### src/rtl/cfg_slave_pkg.sv
package cfg_slave_pkg;
  timeunit 1ns;
  timeprecision 1ps;

  localparam int REG_COUNT = 21;
  localparam int IDX_W     = $clog2(REG_COUNT) + 1;
  localparam int IDX_MAX   = (1 << IDX_W) - 1;
  localparam int FS_REG    = 5;
  localparam int FS_LSB    = 4;
  localparam int FS_W      = 3;
  localparam int ID_REG    = 7;
  localparam int COUNT_REG = 8;
  localparam int WDOG_REG  = 9;
  localparam int SKEW_REG  = 15;
  localparam int SLEW_BASE = 16;
  localparam int PAIR_A    = 11;
  localparam int PAIR_B    = 13;
  localparam logic [7:0] WR_ADDR = 8'hD2;
  localparam logic [7:0] RD_ADDR = 8'hD3;

  // strobes from bus control to the register bank
  typedef struct packed {
    logic             wrEn;
    logic             clearPend;
    logic [IDX_W-1:0] idx;
    logic [7:0]       data;
  } bankCmd_t;

  function automatic bit isPairLo(input int i);
    return (i == PAIR_A) || (i == PAIR_B);
  endfunction

  function automatic bit isPairHi(input int i);
    return (i == PAIR_A + 1) || (i == PAIR_B + 1);
  endfunction

  function automatic logic [7:0] resetByte(input int i, input logic [FS_W-1:0] fs);
    logic [7:0] b;
    if (i == FS_REG) begin
      b = 8'h0F;
      b[FS_LSB +: FS_W] = ~fs;
    end
    else if (i == ID_REG)     b = 8'h91;
    else if (i == COUNT_REG)  b = 8'h08;
    else if (i == WDOG_REG)   b = 8'h10;
    else if (i == SKEW_REG)   b = 8'h9E;
    else if (i >= SLEW_BASE)  b = 8'hAA;
    else if (i >= 1 && i <= 4) b = 8'hFF;
    else                      b = 8'h00;
    return b;
  endfunction
endpackage

### src/rtl/cfg_bus_ctrl.sv
module cfg_bus_ctrl
  import cfg_slave_pkg::*;
(
  input  logic       clk,
  input  logic       rstN,
  input  logic       sclIn,
  input  logic       sdaIn,
  input  logic [7:0] rdByte,
  input  logic [7:0] cntByte,
  output bankCmd_t   cmd,
  output logic       sdaLow
);
  timeunit 1ns;
  timeprecision 1ps;

  typedef enum logic [2:0] {S_IDLE, S_RX, S_RXACK, S_TX, S_TXACK} busState_t;
  typedef enum logic [1:0] {ROLE_ADDR, ROLE_CMD, ROLE_CNT, ROLE_DATA} byteRole_t;

  logic [1:0] sclSync, sdaSync;
  logic       sclPrev, sdaPrev;
  logic       sclNow, sdaNow, sclRise, sclFall, startSeen, stopSeen;

  busState_t        state;
  byteRole_t        role;
  logic [2:0]       bitCnt;
  logic [6:0]       shiftReg;
  logic [7:0]       txShift;
  logic             byteFull, ackThis, readMode, masterAck;
  logic [IDX_W-1:0] idx, idxNext;
  logic [7:0]       rxByte;
  logic             lastBit;

  always_ff @(posedge clk) begin
    if (!rstN) begin
      sclSync <= 2'b11;
      sdaSync <= 2'b11;
      sclPrev <= 1'b1;
      sdaPrev <= 1'b1;
    end else begin
      sclSync <= {sclSync[0], sclIn};
      sdaSync <= {sdaSync[0], sdaIn};
      sclPrev <= sclSync[1];
      sdaPrev <= sdaSync[1];
    end
  end

  assign sclNow    = sclSync[1];
  assign sdaNow    = sdaSync[1];
  assign sclRise   = sclNow & ~sclPrev;
  assign sclFall   = ~sclNow & sclPrev;
  assign startSeen = sclNow & sclPrev & sdaPrev & ~sdaNow;
  assign stopSeen  = sclNow & sclPrev & ~sdaPrev & sdaNow;

  assign rxByte  = {shiftReg, sdaNow};
  assign lastBit = (bitCnt == 3'd7);
  assign idxNext = (idx == IDX_W'(IDX_MAX)) ? idx : idx + 1'b1;

  always_comb begin
    cmd.wrEn      = (state == S_RX) && sclRise && !byteFull && lastBit && (role == ROLE_DATA);
    cmd.clearPend = startSeen | stopSeen;
    cmd.idx       = idx;
    cmd.data      = rxByte;
  end

  always_comb begin
    case (state)
      S_RXACK: sdaLow = 1'b1;
      S_TX:    sdaLow = ~txShift[7];
      default: sdaLow = 1'b0;
    endcase
  end

  always_ff @(posedge clk) begin
    if (!rstN) begin
      state     <= S_IDLE;
      role      <= ROLE_ADDR;
      bitCnt    <= '0;
      shiftReg  <= '0;
      txShift   <= 8'hFF;
      byteFull  <= 1'b0;
      ackThis   <= 1'b0;
      readMode  <= 1'b0;
      masterAck <= 1'b0;
      idx       <= '0;
    end else if (startSeen) begin
      state    <= S_RX;
      role     <= ROLE_ADDR;
      bitCnt   <= '0;
      byteFull <= 1'b0;
      idx      <= '0;
    end else if (stopSeen) begin
      state <= S_IDLE;
    end else begin
      case (state)
        S_RX: begin
          if (sclRise && !byteFull) begin
            shiftReg <= rxByte[6:0];
            bitCnt   <= bitCnt + 3'd1;
            if (lastBit) begin
              byteFull <= 1'b1;
              if (role == ROLE_ADDR) begin
                ackThis  <= (rxByte == WR_ADDR) || (rxByte == RD_ADDR);
                readMode <= (rxByte == RD_ADDR);
              end else begin
                ackThis <= 1'b1;
              end
            end
          end else if (sclFall && byteFull) begin
            byteFull <= 1'b0;
            state    <= ackThis ? S_RXACK : S_IDLE;
          end
        end
        S_RXACK: begin
          if (sclFall) begin
            bitCnt <= '0;
            if (role == ROLE_ADDR && readMode) begin
              state   <= S_TX;
              txShift <= cntByte;
            end else begin
              state <= S_RX;
              case (role)
                ROLE_ADDR: role <= ROLE_CMD;
                ROLE_CMD:  role <= ROLE_CNT;
                ROLE_CNT:  role <= ROLE_DATA;
                default:   idx  <= idxNext;
              endcase
            end
          end
        end
        S_TX: begin
          if (sclFall) begin
            if (lastBit) begin
              state  <= S_TXACK;
              bitCnt <= '0;
            end else begin
              txShift <= {txShift[6:0], 1'b1};
              bitCnt  <= bitCnt + 3'd1;
            end
          end
        end
        S_TXACK: begin
          if (sclRise) begin
            masterAck <= ~sdaNow;
          end else if (sclFall) begin
            if (masterAck) begin
              state   <= S_TX;
              txShift <= rdByte;
              idx     <= idxNext;
            end else begin
              state <= S_IDLE;
            end
          end
        end
        default: ;
      endcase
    end
  end
endmodule

### src/rtl/cfg_reg_bank.sv
module cfg_reg_bank
  import cfg_slave_pkg::*;
(
  input  logic                   clk,
  input  logic                   rstN,
  input  logic [FS_W-1:0]        fsPins,
  input  bankCmd_t               cmd,
  output logic [7:0]             rdByte,
  output logic [7:0]             cntByte,
  output logic [REG_COUNT*8-1:0] regBits
);
  timeunit 1ns;
  timeprecision 1ps;

  logic [7:0] bank [REG_COUNT];
  logic [7:0] pendByte;
  logic       pendValid;
  logic       pairCommit;

  assign pairCommit = cmd.wrEn && pendValid && isPairHi(int'(cmd.idx));

  always_ff @(posedge clk) begin
    if (!rstN) begin
      pendByte  <= '0;
      pendValid <= 1'b0;
    end else if (cmd.clearPend || pairCommit) begin
      pendValid <= 1'b0;
    end else if (cmd.wrEn && isPairLo(int'(cmd.idx))) begin
      pendByte  <= cmd.data;
      pendValid <= 1'b1;
    end
  end

  for (genvar i = 0; i < REG_COUNT; i++) begin : g_reg
    logic       loadEn;
    logic [7:0] loadVal;
    logic [7:0] q;

    if (isPairLo(i)) begin : g_lo
      assign loadEn  = pairCommit && (cmd.idx == IDX_W'(i + 1));
      assign loadVal = pendByte;
    end else if (isPairHi(i)) begin : g_hi
      assign loadEn  = pairCommit && (cmd.idx == IDX_W'(i));
      assign loadVal = cmd.data;
    end else if (i == COUNT_REG) begin : g_cnt
      assign loadEn  = cmd.wrEn && (cmd.idx == IDX_W'(i)) && (cmd.data != 8'h00);
      assign loadVal = cmd.data;
    end else begin : g_plain
      assign loadEn  = cmd.wrEn && (cmd.idx == IDX_W'(i));
      assign loadVal = cmd.data;
    end

    always_ff @(posedge clk) begin
      if (!rstN)       q <= resetByte(i, fsPins);
      else if (loadEn) q <= loadVal;
    end

    assign bank[i]          = q;
    assign regBits[i*8 +: 8] = q;
  end

  assign cntByte = bank[COUNT_REG];

  always_comb begin
    rdByte = 8'hFF;
    for (int k = 0; k < REG_COUNT; k++) begin
      if (cmd.idx == IDX_W'(k) && k <= int'(bank[COUNT_REG])) rdByte = bank[k];
    end
  end
endmodule

### src/rtl/clkgen_cfg_slave.sv
module clkgen_cfg_slave
  import cfg_slave_pkg::*;
(
  input  logic                   clk,
  input  logic                   rstN,
  input  logic                   sclIn,
  input  logic                   sdaIn,
  input  logic [FS_W-1:0]        fsPins,
  output logic                   sdaLow,
  output logic [REG_COUNT*8-1:0] regBits
);
  timeunit 1ns;
  timeprecision 1ps;

  bankCmd_t   cmd;
  logic [7:0] rdByte, cntByte;

  cfg_bus_ctrl u_ctrl (
    .clk(clk), .rstN(rstN), .sclIn(sclIn), .sdaIn(sdaIn),
    .rdByte(rdByte), .cntByte(cntByte), .cmd(cmd), .sdaLow(sdaLow)
  );

  cfg_reg_bank u_bank (
    .clk(clk), .rstN(rstN), .fsPins(fsPins), .cmd(cmd),
    .rdByte(rdByte), .cntByte(cntByte), .regBits(regBits)
  );
endmodule

### config.mk
export PLATFORM = sky130hd
export DESIGN_NAME = clkgen_cfg_slave
export DESIGN_NICKNAME = d
export VERILOG_FILES = /design/src/rtl/cfg_slave_pkg.sv /design/src/rtl/cfg_bus_ctrl.sv /design/src/rtl/cfg_reg_bank.sv /design/src/rtl/clkgen_cfg_slave.sv
export SDC_FILE = /design/constraint.sdc
export NUM_CORES = 1
export LEC_CHECK = 0
export ABC_AREA = 1
export BUFFER_PORTS_ARGS = -buffer_cell sky130_fd_sc_hd__buf_4
export CAP_MARGIN = 10
export CORE_UTILIZATION = 57
export CTS_CLUSTER_DIAMETER = 200
export DETAILED_ROUTE_END_ITERATION = 10
export MAX_ROUTING_LAYER = met4
export PLACE_DENSITY = 0.81
export REMOVE_ABC_BUFFERS = 1
export SLEW_MARGIN = 20
export SYNTH_ARGS = -nofsm -noshare
export SYNTH_HDL_FRONTEND = slang
export SYNTH_SLANG_ARGS = --single-unit
### constraint.sdc
create_clock -name clk -period 2.75 [get_ports clk]
set_clock_uncertainty 0.2 [all_clocks]
set_input_delay 0.55 -clock clk [delete_from_list [all_inputs] [get_ports clk]]
set_output_delay 0.55 -clock clk [all_outputs]
set_load 0.005 [all_outputs]
==> results of run 1 <==
-- power breakdown --
part	total (W)	switching, W	internal [W]
clock	0.00290	0.00122	0.00168
sequential	0.00333	0.0000925	0.00324
combinational	0.00289	0.00180	0.00109
-- routing by layer --
layer	share of wire, %	vias to the layer above	wire [um]
li1	-	5512	-
met1	41	5197	14260
met2	46	612	15990
met3	9.5	99	3351
met4	4.3	0	1502
met5	0	-	0
-- registers in the layout (all words and copies together), names as in the netlist, 2 cells and up --
signal / flops
u_bank.g.q: 160
u_ctrl.sclSync: 2
u_ctrl.sdaSync: 2
u_ctrl.idx: 6
u_ctrl.state: 3
u_ctrl.role: 2
u_ctrl.bitCnt: 3
u_ctrl.txShift: 8
u_bank.g.loadVal: 8
u_ctrl.shiftReg: 7
u_bank.cntByte: 8
-- worst max-delay path, delay by kind of cell, from the launching register on --
family | cells | cell delay, ns
buffers and inverters | 1 | 0.07
flip-flops | 1 | 0.35
AND/OR/NAND/NOR | 28 | 2.27
-- how the worst max path moves through the flow --
stage | from | end | slack, ns | cells past startpoint
global route | u_ctrl.idx[5]$_SDFFE_PP0P_ | u_ctrl.txShift[7]$_SDFFE_PN1P_ | -0.49 | 29
finish | u_bank.cntByte[6]$_SDFFE_PN0P_ | u_ctrl.txShift[2]$_SDFFE_PN1P_ | -0.26 | 29
global placement | u_bank.cntByte[4]$_SDFFE_PN0P_ | u_ctrl.txShift[0]$_SDFFE_PN1P_ | -0.28 | 30
floorplan | u_bank.cntByte[4]$_SDFFE_PN0P_ | u_ctrl.txShift[4]$_SDFFE_PN1P_ | 0.10 | 27
detailed placement | u_bank.cntByte[5]$_SDFFE_PN0P_ | u_ctrl.txShift[0]$_SDFFE_PN1P_ | -0.33 | 30
CTS | u_bank.cntByte[6]$_SDFFE_PN0P_ | u_ctrl.txShift[7]$_SDFFE_PN1P_ | -0.19 | 27
-- area by class of cell --
| class | instances | area, um^2 | share of cell area [%] |
|---|---|---|---|
| sequential | 216 | 4375 | 31.59 |
| inverter | 256 | 968.4 | 6.991 |
| clock inverter | 5 | 55.05 | 0.3974 |
| multi-input combinational | 985 | 5101 | 36.83 |
| timing repair buffer | 316 | 2436 | 17.59 |
| clock buffer | 32 | 629.4 | 4.543 |
| tap | 229 | 286.5 | 2.068 |
-- stage by stage --
| stage | hold WS [ns] | std cells |
|---|---|---|
| after floorplan | 0.1925 | 1456 |
| after global placement | 0.1944 | 1986 |
| after detailed placement | 0.2010 | 1986 |
| after CTS | 0.02643 | 2036 |
| after global routing | 0.02846 | 2039 |
| final | 0.02798 | 2039 |
-- repair_timing --
item | 4_1_cts | 5_1_grt
endpoints found under the setup margin | 8 | 15
gates resized for setup | 59 | 36
setup buffers | 12 | 3
gates cloned | 1 | 0
pin swaps | 22 | 28
-- cells in the mapped netlist (6+ instances only) --
library cell,instances
nor2_1,65
nand2_2,6
o22ai_1,6
dfxtp_1,213
a211oi_1,6
inv_1,242
a21oi_1,144
o21ai_1,7
ha_1,10
nor3_1,9
clkbuf_1,67
nand2_1,348
inv_2,8
buf_2,6
o211ai_1,66
or2_2,15
nand4_1,10
nand3_1,81
o21ai_0,175
a22o_1,8
-- kinds of logic (layout without fill, tap and decap cells) --
family | after synthesis | in the layout
simple gates | 553 | 554
compound gates | 421 | 421
fa+ha+maj | 10 | 10
flops | 216 | 216
buf+inv | 333 | 609
==> metrics.md, run 1 <==
| Metric | Value |
|---|---|
| Outcome | complete, but fails checks |
| Failing checks | setup timing |
| Finished Core Util | 76.85% |
| Total congestion overflow | 0 |
| Min-Delay Endpoint | u_ctrl.sclSync[0]$_SDFF_PN1_ |
| Final RePlAce weighted congestion | 1.014 |
| CTS tree | done |
| R2r endpoint | u_ctrl.txShift[2]$_SDFFE_PN1P_ |
| # diodes | 0 |
| Critical Path AT | 3.21 ns |
| Die Width | 137.7 um |
| Synth Cell Area | 10490 um^2 |
| MaxCap Viol Count | 0 |
| Die ar. | 18950 um^2 |
| Grt peak-use layer | met2 |
| Drt via density | 5.601 |
| Post-synthesis simple-gate area fraction | 22.61% |
| Fillers | 1374 |
| PD cells | 657.9 nW/um^2 |
| Async SR Flop Fraction | 0% |
| Flop-to-flop setup slack | -0.26 ns |
| Complex-gate fraction of the synthesized area | 22.50% |
| TritonRoute pass-1 iters | 5 |
| Clock transition at the registers of the reported paths | 0.06 ns |
| Final setup vio count | 8 |
| Final #Nets | 1814 |
| CTS root buf | clkbuf_16 |
| Synth Area in XOR/XNOR | 0% |
| Yosys warning count | 0 |
| Setup ws final | -0.2637 ns |
| Worst-Margin Slew | 1.025 ns |
| Sequential share of the synthesized area | 41.50% |
| Cells on worst reg2reg path | 29 |
| Initial drt markers | 1218 |
| Worst Hold Depth | 2 |
| Synth Area in Adders | 1.193% |
| Largest net degree at the start of global routing | 113 |
| Initial antenna violation count | 0 |
| # IOs | 176 |
| Slew HR | 31.65% |
| WP data required | 2.95 ns |
| Final Cycle Share | 109.6% |
| Synth top area share | 40.64% |
| DRT antenna net count | 0 |
| Peak supply drop | 0.6570 mV |
| FP Rows | 49 |
| Post-synthesis mux area share | 0% |
| Leakage dissipation | 6.499 nW |
| Cells after synthesis | 1533 |
| GRT Overall Usage | 36.60% |
| Port-buffer cells | 175 |
| Leading area contributor after synthesis | dfxtp_1 |
| Die height | 137.7 um |
| Number of enable flip-flop cells after synthesis | 3 |
| Synth unique cells | 40 |
| First-pass GRT wire length | 51940 um |
| Overall Power | 0.009113 W |
| CP Max Fanout | 6 |
| Worst setup SP type | register |
| H-tree levels | 1 |
| Cell Area, Placed | 12750 um^2 |
| Drt total wl | 35110 um |
| Met2 Usage GRT | 56.17% |
| Pre-CTS setup slack | -0.3324 ns |
| Clk sink count | 216 |
| Yosys reg bits | 216 |
| Final Hold Viols | 0 |
| FMAX | 0.3318 GHz |
| Clock Path Buffers | 3 |
| Top area cells in the synthesized netlist | dfxtp_1 41%, nand2_1 12%, inv_1 8.7% |
| Layout area overhead | 32.03% |
| Type of the worst min-delay path | input port to register |
| Most frequent cells in the layout | 326 x nand2_1, 306 x buf_4, 235 x inv_1 |
| CP max stage cell | dfxtp_2 |
| Hold buffers post-CTS | 0 |
| RSZ-0062 raised after global routing | true |
| Final setup TNS | -1.550 ns |
| Final instance area | 13850 um^2 |
| Total CTS buffers | 22 |
| CP max stage delay | 0.35 ns |
| Mean post-synth cell area | 6.844 um^2 |
| Via count | 11420 |
| Largest family of logic cells by synthesized area | simple AND/OR/NAND/NOR gates |
| Core Area | 18020 um^2 |
| Crit path capture type | register |
| Fraction of layout cells with a size suffix above 1 | 25.41% |
| Worst-Skew Late Latency | 0.51 ns |
| Fin crit period | 3.014 ns |
| Initial Utilization | 58.20% |
| Start point of the worst hold path | sclIn |
| GRT met1 Usage | 47.15% |
| DPL Wire Length | 24440 um |
| Most common cell after layout, fill and taps aside | nand2_1 |
| Kind of critical path | register to register |
| WL/cell | 17.22 um |
| Max Slew Vio Count | 0 |
| Most used DFF post-synth | dfxtp_1 |
| DR DRC count | 0 |
| Worst r2r src | u_bank.cntByte[6]$_SDFFE_PN0P_ |
| Vias in the first global route | 10000 |
| Most frequent cell on the critical path | nand2_1 |
| Met3 usage | 5.519% |
Power figures use the tool's default switching activity.
==> run 2, diff against run 1 <==
--- a/config.mk
+++ b/config.mk
@@ -8,6 +8,7 @@
 export ABC_AREA = 1
 export BUFFER_PORTS_ARGS = -buffer_cell sky130_fd_sc_hd__buf_4
 export CAP_MARGIN = 10
+export CORE_MARGIN = 1
 export CORE_UTILIZATION = 57
 export CTS_CLUSTER_DIAMETER = 200
 export DETAILED_ROUTE_END_ITERATION = 10
==> constraint.sdc (replaced) <==
create_clock -name clk -period 3 [get_ports clk]
set_clock_uncertainty 0.2 [all_clocks]
set_input_delay 0.6 -clock clk [delete_from_list [all_inputs] [get_ports clk]]
set_output_delay 0.6 -clock clk [all_outputs]
set_load 0.005 [all_outputs]
==> run 2 against run 1 <==
Effect of this change:
- the run still ends with setup timing left
- core utilization decreased by 1.9 points
- routed wire length shrank 2.4%
- first-iteration DRC count is 0.90% lower
- critical endpoint is now u_ctrl.txShift[0]$_SDFFE_PN1P_
- critical path type unchanged
- sequential share of layout area is 0.81 points higher
- worst setup slack improved by 0.16 ns
- non-clock buffer count decreased by 45
- critical path depth unchanged
- design area decreased by 2.5%
- global-route usage decreased by 0.79 points
- total power decreased by 7.7%
==> metrics.md, run 2 (synthesized netlist as in run 1, its figures left out) <==
| Metric | Value |
|---|---|
| PD cells | 623.0 nW/um^2 |
| Most common cell after layout, fill and taps aside | nand2_1 |
| Inst Count DP | 1938 |
| # diodes | 0 |
| Layout area overhead | 28.69% |
| Type of the worst min-delay path | input port to register |
| CP Max Fanout | 6 |
| DPL Wire Length | 23700 um |
| Final setup vio count | 5 |
| Peak supply drop | 0.4858 mV |
| Slew HR | 43.70% |
| Final non-filler cell total | 1997 |
| Fraction of layout cells with a size suffix above 1 | 23.13% |
| FP Rows | 49 |
| Final #Nets | 1769 |
| Clock transition at the registers of the reported paths | 0.06 ns |
| Die Width | 137.7 um |
| FMAX | 0.3224 GHz |
| Initial Utilization | 58.20% |
| Most frequent cell on the critical path | nand2_1 |
| Clock Path Buffers | 3 |
| Core Area | 18020 um^2 |
| Finished Core Util | 74.91% |
| # IOs | 176 |
| Largest net degree at the start of global routing | 92 |
| First-pass GRT wire length | 50980 um |
| WP data required | 3.20 ns |
| Leakage dissipation | 6.270 nW |
| Cells on worst reg2reg path | 29 |
| Die height | 137.7 um |
| Final Cycle Share | 103.4% |
| Fin crit period | 3.101 ns |
| CP endpoint | u_ctrl.txShift[0]$_SDFFE_PN1P_ |
| DRT antenna net count | 0 |
| R2r endpoint | u_ctrl.txShift[0]$_SDFFE_PN1P_ |
| Largest delay share family, worst path | simple AND/OR/NAND/NOR gates |
| Drt via density | 5.605 |
| Worst r2r src | u_bank.cntByte[2]$_SDFFE_PN0P_ |
| Total CTS buffers | 22 |
| Flop-to-flop setup slack | -0.10 ns |
| Clk sink count | 216 |
| DR DRC count | 0 |
| CP max stage delay | 0.36 ns |
| Vias in the first global route | 9736 |
| Drt total wl | 34250 um |
| Buf/Inv on CP | 1 |
| Critical Path AT | 3.30 ns |
| Initial drt markers | 1207 |
| Critical Path Stages | 29 |
| Final Hold Viols | 0 |
| Failing checks | setup timing |
| CP Launch Point | u_bank.cntByte[2]$_SDFFE_PN0P_ |
| Worst setup SP type | register |
| Port-buffer cells | 175 |
| RSZ-0062 raised after global routing | true |
| Via count | 11193 |
| Crit path capture type | register |
| Max Slew Vio Count | 0 |
| Initial antenna violation count | 0 |
| Worst-Margin Slew | 0.8436 ns |
| Outcome | complete, but fails checks |
| H-tree levels | 1 |
| Most flop-heavy register | u_bank.g.q |
| MaxCap Viol Count | 0 |
| Worst-Skew Late Latency | 0.52 ns |
| Total congestion overflow | 0 |
| Overall Power | 0.008411 W |
| Setup ws final | -0.1014 ns |
| WL/cell | 17.15 um |
| Max reg flops | 160 |
| CP max stage cell | dfxtp_4 |
| Kind of critical path | register to register |
| WHS | 0.07026 ns |
| GRT Overall Usage | 35.81% |
| CTS tree | done |
| TritonRoute pass-1 iters | 6 |
| Die ar. | 18950 um^2 |
| CTS root buf | clkbuf_16 |
| Most frequent cells in the layout | 330 x nand2_1, 269 x buf_4, 237 x inv_1 |
| Final RePlAce weighted congestion | 1.011 |
==> run 2: changes by cell type in the layout (fill, tap and decap cells not counted), sizes merged <==
cell,delta
clkinv,+3
buf,-45
bufinv,+1
clkinvlp,-1
==> run 2: what timing repair did <==
action,CTS,global route
pin swaps,4,30
buffers inserted,4,14
endpoints found under the setup margin,4,8
hold buffers,0,0
cloned,0,1
gates resized for setup,14,64
==> run 2: routing by layer <==
| layer | vias to the layer above | wire, um | GRT usage [%] |
|---|---|---|---|
| li1 | 5413 | - | - |
| met2 | 575 | 15380 | 54.49 |
| met4 | 0 | 1592 | 15.26 |
| met5 | - | 0 | - |
| met1 | 5086 | 13820 | 46.98 |
| met3 | 119 | 3459 | 5.703 |
==> run 2: cell type report <==
| class | instances | area, um^2 |
|---|---|---|
| repair buffers | 271 | 2042 |
| clock inverters | 8 | 92.59 |
| flip-flops and latches | 216 | 4374 |
| inverters | 256 | 970.9 |
| well taps | 229 | 286.5 |
| multi-input cells | 985 | 5096 |
| fillers | 1384 | 4523 |
| clock buffers | 32 | 639.4 |
==> run 2: stage by stage <==
stage	setup TNS (ns)	instance area [um^2]	setup WS (ns)
global placement	-0.05193	12360	-0.02716
finish	-0.3441	13500	-0.1014
CTS	-0.006592	13160	-0.006592
floorplan	0	10180	0.3542
global route	-1.837	13500	-0.2993
detailed placement	-0.1849	12360	-0.07218
==> run 2: how the worst min path moves through the flow <==
stage | from | end | slack, ns | cells past startpoint
2_1_floorplan | u_ctrl.sclSync[0]$_SDFF_PN1_ | u_ctrl.sclSync[1]$_SDFF_PN1_ | 0.19 | 1
3_3_place_gp | u_ctrl.sdaSync[0]$_SDFF_PN1_ | u_ctrl.sdaSync[1]$_SDFF_PN1_ | 0.19 | 1
3_5_place_dp | u_ctrl.sclSync[0]$_SDFF_PN1_ | u_ctrl.sclSync[1]$_SDFF_PN1_ | 0.20 | 1
4_1_cts | sdaIn | u_ctrl.sdaSync[0]$_SDFF_PN1_ | 0.07 | 2
5_1_grt | sdaIn | u_ctrl.sdaSync[0]$_SDFF_PN1_ | 0.06 | 2
6_report | sdaIn | u_ctrl.sdaSync[0]$_SDFF_PN1_ | 0.07 | 2
==> run 2: report_power, final <==
group	switching [W]	internal (W)	total, W
combinational	0.00161	0.000960	0.00257
sequential	0.0000798	0.00297	0.00305
clock	0.00114	0.00165	0.00279
